File: src/rtl/pgw_pkg.sv
package pgw_pkg;

   localparam int CR0_FIELDS = 3;
   localparam int CR4_FIELDS = 5;

   // Architectural bit positions of the monitored fields
   localparam int CR0_POS [CR0_FIELDS] = '{0, 16, 31};
   localparam int CR4_POS [CR4_FIELDS] = '{4, 5, 7, 17, 20};

   // Field indices inside the compact vectors
   localparam int C0_PE    = 0;
   localparam int C0_WP    = 1;
   localparam int C0_PG    = 2;
   localparam int C4_PSE   = 0;
   localparam int C4_PAE   = 1;
   localparam int C4_PGE   = 2;
   localparam int C4_PCIDE = 3;
   localparam int C4_SMEP  = 4;

   // Fields whose change may optionally trigger a reload
   localparam logic [CR4_FIELDS-1:0] CR4_OPT_RELOAD =
      (CR4_FIELDS'(1) << C4_PSE) | (CR4_FIELDS'(1) << C4_PGE) | (CR4_FIELDS'(1) << C4_SMEP);

   typedef struct packed {
      logic flush_all;
      logic flush_ng;
      logic reload;
      logic clear;
      logic save;
   } pgw_act_t;

endpackage

File: src/rtl/pgw_shadow.sv
module pgw_shadow #(
   parameter int W = 3
) (
   input  logic         clk,
   input  logic         rst_n,
   input  logic         we,
   input  logic [W-1:0] wdata,
   input  logic [W-1:0] mask,
   output logic [W-1:0] q,
   output logic [W-1:0] rise,
   output logic [W-1:0] fall
);

   logic [W-1:0] nxt;

   if (W < 1) begin : g_bad_w
      $error("pgw_shadow: W must be at least 1");
   end

   assign nxt  = wdata & mask;
   assign rise = {W{we}} & nxt & ~q;
   assign fall = {W{we}} & ~nxt & q;

   always_ff @(posedge clk) begin
      if (!rst_n)  q <= '0;
      else if (we) q <= nxt;
   end

endmodule

File: src/rtl/pgw_action_gen.sv
module pgw_action_gen
   import pgw_pkg::*;
(
   input  logic                  clk,
   input  logic                  rst_n,
   input  logic [CR0_FIELDS-1:0] c0_q,
   input  logic [CR0_FIELDS-1:0] c0_rise,
   input  logic [CR0_FIELDS-1:0] c0_fall,
   input  logic [CR4_FIELDS-1:0] c4_q,
   input  logic [CR4_FIELDS-1:0] c4_rise,
   input  logic [CR4_FIELDS-1:0] c4_fall,
   input  logic                  cr3_we,
   input  logic                  ev_flush,
   input  logic                  ev_resume,
   input  logic                  ev_smi,
   input  logic                  cfg_opt,
   output pgw_act_t              act_q
);

   logic     pg_now, pae_now, pge_now, smi_d;
   logic     full_req, ng_req, rld_raw, clr_req;
   pgw_act_t act_d;

   always_comb begin
      pg_now   = c0_q[C0_PG];
      pae_now  = c4_q[C4_PAE];
      pge_now  = c4_q[C4_PGE];
      full_req = (|c0_rise) | (|c0_fall) | (|c4_rise) | (|c4_fall)
               | ev_flush | (cr3_we & ~pge_now);
      ng_req   = cr3_we & pge_now & ~full_req;
      clr_req  = (c0_fall[C0_PG] & pae_now) | (c4_fall[C4_PAE] & pg_now) | smi_d;
      rld_raw  = (cr3_we & pg_now & pae_now)
               | (c0_rise[C0_PG] & pae_now)
               | (c4_rise[C4_PAE] & pg_now)
               | ev_resume
               | (cfg_opt & (|((c4_rise | c4_fall) & CR4_OPT_RELOAD)));
      act_d.flush_all = full_req;
      act_d.flush_ng  = ng_req;
      act_d.reload    = rld_raw & ~clr_req;
      act_d.clear     = clr_req;
      act_d.save      = ev_smi;
   end

   always_ff @(posedge clk) begin
      if (!rst_n) begin
         act_q <= '0;
         smi_d <= 1'b0;
      end else begin
         act_q <= act_d;
         smi_d <= ev_smi;
      end
   end

endmodule

File: src/rtl/pg_ctl_watch.sv
module pg_ctl_watch
   import pgw_pkg::*;
#(
   parameter int CR_W = 32
) (
   input  logic                  clk,
   input  logic                  rst_n,
   input  logic                  cr0_wr_en,
   input  logic [CR_W-1:0]       cr0_wr_data,
   input  logic                  cr3_wr_en,
   input  logic                  cr4_wr_en,
   input  logic [CR_W-1:0]       cr4_wr_data,
   input  logic                  ev_page_inval,
   input  logic                  ev_smm_resume,
   input  logic                  ev_mtrr_wr,
   input  logic                  ev_pat_wr,
   input  logic                  ev_apic_base_wr,
   input  logic                  ev_smm_entry,
   input  logic [CR4_FIELDS-1:0] cr4_feat_en,
   input  logic                  cfg_feat_reload,
   output logic                  tlb_flush_all,
   output logic                  tlb_flush_nonglobal,
   output logic                  pdpt_reload,
   output logic                  pdpt_clear,
   output logic                  pdpt_save
);

   localparam logic [CR0_FIELDS-1:0] CR0_KEEP = '1;

   logic [CR0_FIELDS-1:0] c0_sel, c0_q, c0_rise, c0_fall;
   logic [CR4_FIELDS-1:0] c4_sel, c4_q, c4_rise, c4_fall;
   logic                  ev_flush;
   pgw_act_t              act;

   for (genvar i = 0; i < CR0_FIELDS; i++) begin : g_cr0_pick
      if (CR0_POS[i] >= CR_W) begin : g_bad
         $error("pg_ctl_watch: CR0 field beyond CR_W");
      end
      assign c0_sel[i] = cr0_wr_data[CR0_POS[i]];
   end

   for (genvar i = 0; i < CR4_FIELDS; i++) begin : g_cr4_pick
      if (CR4_POS[i] >= CR_W) begin : g_bad
         $error("pg_ctl_watch: CR4 field beyond CR_W");
      end
      assign c4_sel[i] = cr4_wr_data[CR4_POS[i]];
   end

   pgw_shadow #(.W(CR0_FIELDS)) u_cr0_sh (
      .clk(clk), .rst_n(rst_n), .we(cr0_wr_en), .wdata(c0_sel), .mask(CR0_KEEP),
      .q(c0_q), .rise(c0_rise), .fall(c0_fall)
   );

   pgw_shadow #(.W(CR4_FIELDS)) u_cr4_sh (
      .clk(clk), .rst_n(rst_n), .we(cr4_wr_en), .wdata(c4_sel), .mask(cr4_feat_en),
      .q(c4_q), .rise(c4_rise), .fall(c4_fall)
   );

   assign ev_flush = ev_page_inval | ev_smm_resume | ev_mtrr_wr | ev_pat_wr
                   | ev_apic_base_wr | ev_smm_entry;

   pgw_action_gen u_act (
      .clk(clk), .rst_n(rst_n),
      .c0_q(c0_q), .c0_rise(c0_rise), .c0_fall(c0_fall),
      .c4_q(c4_q), .c4_rise(c4_rise), .c4_fall(c4_fall),
      .cr3_we(cr3_wr_en), .ev_flush(ev_flush), .ev_resume(ev_smm_resume),
      .ev_smi(ev_smm_entry), .cfg_opt(cfg_feat_reload), .act_q(act)
   );

   assign tlb_flush_all       = act.flush_all;
   assign tlb_flush_nonglobal = act.flush_ng;
   assign pdpt_reload         = act.reload;
   assign pdpt_clear          = act.clear;
   assign pdpt_save           = act.save;

endmodule

File: config.mk
export PLATFORM = sky130hd
export DESIGN_NAME = pg_ctl_watch
export DESIGN_NICKNAME = d
export VERILOG_FILES = /design/src/rtl/pgw_pkg.sv /design/src/rtl/pgw_shadow.sv /design/src/rtl/pgw_action_gen.sv /design/src/rtl/pg_ctl_watch.sv
export SDC_FILE = /design/constraint.sdc
export NUM_CORES = 1
export LEC_CHECK = 0
export ABC_AREA = 1
export BUFFER_PORTS_ARGS = -buffer_cell sky130_fd_sc_hd__buf_2
export CAP_MARGIN = 30
export CORE_UTILIZATION = 30
export DETAILED_ROUTE_END_ITERATION = 8
export MAX_ROUTING_LAYER = met4
export PLACE_DENSITY = 0.8
export REMOVE_ABC_BUFFERS = 1
export SLEW_MARGIN = 20
export SYNTH_ARGS = -nofsm -noshare
export SYNTH_HDL_FRONTEND = slang
export SYNTH_SLANG_ARGS = --single-unit
File: constraint.sdc
create_clock -name clk -period 1.1 [get_ports clk]
set_input_delay 0.165 -clock clk [delete_from_list [all_inputs] [get_ports clk]]
set_output_delay 0.165 -clock clk [all_outputs]
set_load 0.005 [all_outputs]
### Yosys cells after proc, flatten, opt, wreduce, memory -nomap -nowiden

Cells that the tools add are included.

| cells by class | value |
|---|---|
| reductions and logical operators | 5 |
| bitwise logic cells | 44 |

Operators with widths:

| cell | count |
|---|---|
| $and 5x5->5 | 5 |
| $or 1x1->1 | 16 |
| $and 3x3->3 | 4 |
| $and 1x1->1 | 11 |
| $not 5->5 | 2 |
| $reduce_or 5->1 | 2 |
| $reduce_or 3->1 | 3 |
| $not 3->3 | 2 |
| $or 5x5->5 | 1 |
| $not 1->1 | 3 |

| word-level totals | value |
|---|---|
| bits of input ports | 81 |
| word-level logic and storage cells | 56 |
| bits in registers | 13 |
| output and inout bits | 5 |

### Logic depth before layout (Yosys ltp)

| depth | value |
|---|---|
| depth after elaboration | 11 |
| gate-level depth with buffers | 9 |
| gate-level depth less buffers | 9 |

### Cells and area by module

A second synthesis with hierarchy kept.

| unflattened totals | value |
|---|---|
| cell total of the unflattened synthesis | 125 |
| area, all modules | 763.2 µm² |

By module, submodules not included:

| module | area each (µm²) | seq. area each (µm²) | instances | cells each |
|---|---|---|---|---|
| pgw_shadow at u_cr4_sh | 287.8 | 100.1 | 1 | 46 |
| pgw_action_gen | 277.8 | 100.1 | 1 | 47 |
| pgw_shadow at u_cr0_sh | 177.7 | 60.1 | 1 | 27 |
| pg_ctl_watch | 20.0 | 0.0 | 1 | 5 |

### Worst setup path before layout

Ideal clock, no wire load.

| path | value |
|---|---|
| path kind | register -> register |
| from | reg u_cr4_sh.q[1] |
| to | reg u_act.act_q[4] (netlist bit) |
| buffers on the path | 0 |
| arrival time | 0.871 ns |
| stages on the path, launching flop included | 10 |
| library setup time | 0.109 ns |
| setup slack | 0.120 ns |
| required time | 0.991 ns |
| clock period less this slack | 0.980 ns |
| path through | dfxtp_1 inv_1 nand2_1 nor2_1 nor2_1 nand2_1 nor2_1 nand3_1 nand2_1 inv_1 |

| on the way | value |
|---|---|
| cells in the longest elaborated chain, start to end | 7 |
| elaborated cells between the ends (all ways) | 9 |
| classes of those cells | bitwise (7); reduce/logical (2) |

Ends and longest elaborated chain:

| element | line | RTL |
|---|---|---|
| start: declaration | pgw_shadow.sv:9 | `output logic [W-1:0] q,` |
| start signal: assignment | pgw_shadow.sv:26 | `else if (we) q <= nxt;` |
| $not 5->5 | pgw_shadow.sv:21 | `assign rise = {W{we}} & nxt & ~q;` |
| $and 5x5->5 | pgw_shadow.sv:21 |  |
| $reduce_or 5->1 | pgw_action_gen.sv:28 | `full_req = (\|c0_rise) \| (\|c0_fall) \| (\|c4_rise) \| (\|c4_fall)` |
| $or 1x1->1 | pgw_action_gen.sv:28 |  |
| $or 1x1->1 (*) | pgw_action_gen.sv:28 |  |
| $or 1x1->1 (*) (2 in a row) | pgw_action_gen.sv:29 | `\| ev_flush \| (cr3_we & ~pge_now);` |
| end signal: assignment | pgw_action_gen.sv:49 | `act_q <= act_d;` |
| end: declaration | pgw_action_gen.sv:17 | `output pgw_act_t act_q` |

Every way passes the cells marked *; elsewhere a longest branch is shown, timed or not.
A chain may end at the register's enable or synchronous reset.

### Worst setup path after layout

Same ends and word-level chain as after synthesis.

==> reports/metrics.csv <==
stage,metric,value,unit
yosys,"Warnings, synthesis",0,
route,Avg WL per Cell,8.59,microns
yosys,adder-cell area share of the yosys netlist,0,
timing,Fin. Hold Viols,0,
yosys,Compound-Gate Fraction of Synth Area,0.109,
clocking,CTS tree,yes,
yosys,Post-Syn Instances,111,
clocking,H-tree levels,1,
yosys,multiplexer share of the synthesized area,0,
route,DRC Markers,0,
yosys,largest family of logic cells by synthesized area,simple AND/OR/NAND/NOR gates,
finish,"Core Util, Final",0.420,
global_routing,total grt overflow,0,
pwr,Power Dens Cells,1060,nW/um^2
yosys,Synth Area in XOR/XNOR,0,
global_routing,M2 GR Usage,0.196,
yosys,Syn Std Cell Area,702,sq um
timing,Final Slew Violations,0,
route,DRT antenna net count,0,
critical_path,critical path class,reg2reg,
clocking,total CTS buffers,3,
clocking,Clock Latency Late Sink,0.27,ns
placed_design,post-detail-place hpwl,1150,microns
finish,most frequent cells in the layout,"buf_2 (29), nand2_1 (27), nor2_1 (20)",
timing,worst clock skew,0.000855,ns
global_routing,GR met1 Demand/Resource,0.169,
route,via count,763,
floorplan,DIE WIDTH,50.4,microns
yosys,number of synthesized register bits,13,
timing,Highest Clock Rate,0.932,GHz
timing,fin worst setup slack,0.0272,ns
clocking,Clock Sinks,13,
run_status,status,completed,
critical_path,CP Launch Type,flip-flop,
pwr,peak supply drop,696,uV
clocking,Root Driver,clkbuf_4,
placed_design,RD Place Congestion,0.779,
worst_hold_path,worst hold path class,in2reg,
timing,min cycle time layout,1.07,ns
global_routing,met3 usage,0.0242,
finish,Layout area overhead,32.3,%
global_routing,largest net degree at the start of global routing,18,
yosys,post-synthesis sequential area ratio,0.371,
critical_path,CP endpoint kind,flip-flop,
timing,part of the cycle the worst path needs,0.975,
global_routing,vias in the first global route,641,
clocking,clock buffer depth,2,
pwr,Pwr Total,986,uW
critical_path,"Max FO, Critical Path",4,
route,starting DRC count in detailed routing,19,
finish,post-layout net count,227,
timing,setup violators final,0,
timing,Rel. slew slack,0.800,
critical_path,worst path arrival time,1.25,ns
global_routing,global-route wire length before repair,2490,microns
route,WL final,1490,microns
floorplan,core box area,2210,sq um
finish,final instance area,928,sq um
finish,diode count,0,
critical_path,CP required,1.28,ns
timing,measured slew at the worst slew-check pin,0.299,ns
route,first drt pass iteration count,4,
floorplan,Cell Rows,17,
floorplan,die area,2540,sq um
yosys,syn avg cell area,6.32,sq um
yosys,count of cell types in the netlist,13,
timing,worst hold slack,0.0781,ns
critical_path,R2R Setup Slk,0.03,ns
timing,RSZ-0062 raised after global routing,yes,
placed_design,Port Buffers,29,
yosys,Simple-Gate Fraction of Synth Area,0.403,
finish,layout cells sized above 1,0.317,
clocking,Worst-path clk slew,0.08,ns
finish,"commonest non-fill, non-tap cell in the layout",buf_2,
route,vias per inst,4.41,
placed_design,post-place setup slack,0.0270,ns
pwr,Leak,0.000476,uW
placed_design,Placed Instance Area,875,sq um
flow_run,Max Cap Viol,0,
global_routing,antenna violations before repair,0,
floorplan,Die Y,50.4,microns
floorplan,Starting Density,0.317,
global_routing,gr usage total,0.132,
global_routing,global routing's busiest layer,met2,
floorplan,Ports,86,
timing repair:
| action | CTS | global route |
|---|---|---|
| endpoints found under the setup margin | 0 | 3 |
| hold buffers | 0 | 0 |
| buffers inserted | 0 | 1 |
| gates resized for setup | 0 | 10 |
critical path: stages (launching register included):
cell and delay, ns:
dfxtp_2 0.36, inv_2 0.05, nand2_2 0.06, nor2_2 0.03, nor2_1 0.08, nand2_1 0.06, nor2_1 0.11, nand3_1 0.11
nand2_1 0.08, inv_1 0.03
cells in the mapped netlist (all sizes together):
| library cell | n | area [sq um] |
|---|---|---|
| nor2 | 22 | 85.1 |
| nand2 | 28 | 105 |
| buf | 2 | 22.5 |
| dfxtp | 13 | 260 |
| nor3 | 1 | 5.00 |
| nand3 | 12 | 75.1 |
| o21ai | 4 | 20.0 |
| nand4 | 2 | 12.5 |
| inv | 16 | 60.1 |
| o22ai | 1 | 6.26 |
| a21oi | 10 | 50.1 |
flip-flops by register name, summed over array words and instances (netlist names):
name,cells
u_act.act_q,5
u_cr4_sh.q,5
u_cr0_sh.q,3
cells by family after synthesis:
kind of cell,count (synthesis)
buf+inv,18
compound gates,15
simple gates,65
flops,13
final cells by class:
cell class,instances,area [sq um]
flip-flops and latches,13,265
inverters,16,60.1
multi-input cells,80,374
fillers,252,1280
clock buffers,4,26.3
repair buffers,32,168
well taps,28,35.0
per-layer routing:
| layer | up-vias | share of wire |
|---|---|---|
| li1 | 418 | - |
| met1 | 320 | 0.49 |
| met2 | 21 | 0.44 |
| met3 | 4 | 0.059 |
| met4 | 0 | 0.0094 |
| met5 | - | 0 |
stage by stage:
step,TNS [ns],instances
floorplan,0,109
global placement,0,168
detailed placement,0,168
CTS,0,172
global route,-0.159,173
finish,0,173
path summary, 6_finish.rpt:
kind                 start              to  cells after the start
min reg2reg  u_cr0_sh.q[0]   u_cr0_sh.q[0]                      2
max reg2reg  u_cr4_sh.q[1]  u_act.act_q[4]                      9
min           ev_smm_entry  u_act.act_q[0]                      3
max          u_cr4_sh.q[1]  u_act.act_q[4]                      9
report_power, final:
group	internal [uW]	leakage [uW]	total, uW	switching [uW]
registers	493	0.000108	507	14.3
clock network	141	0.0000150	299	158
logic	83.3	0.000353	180	96.7
Power figures use the tool's default switching activity.
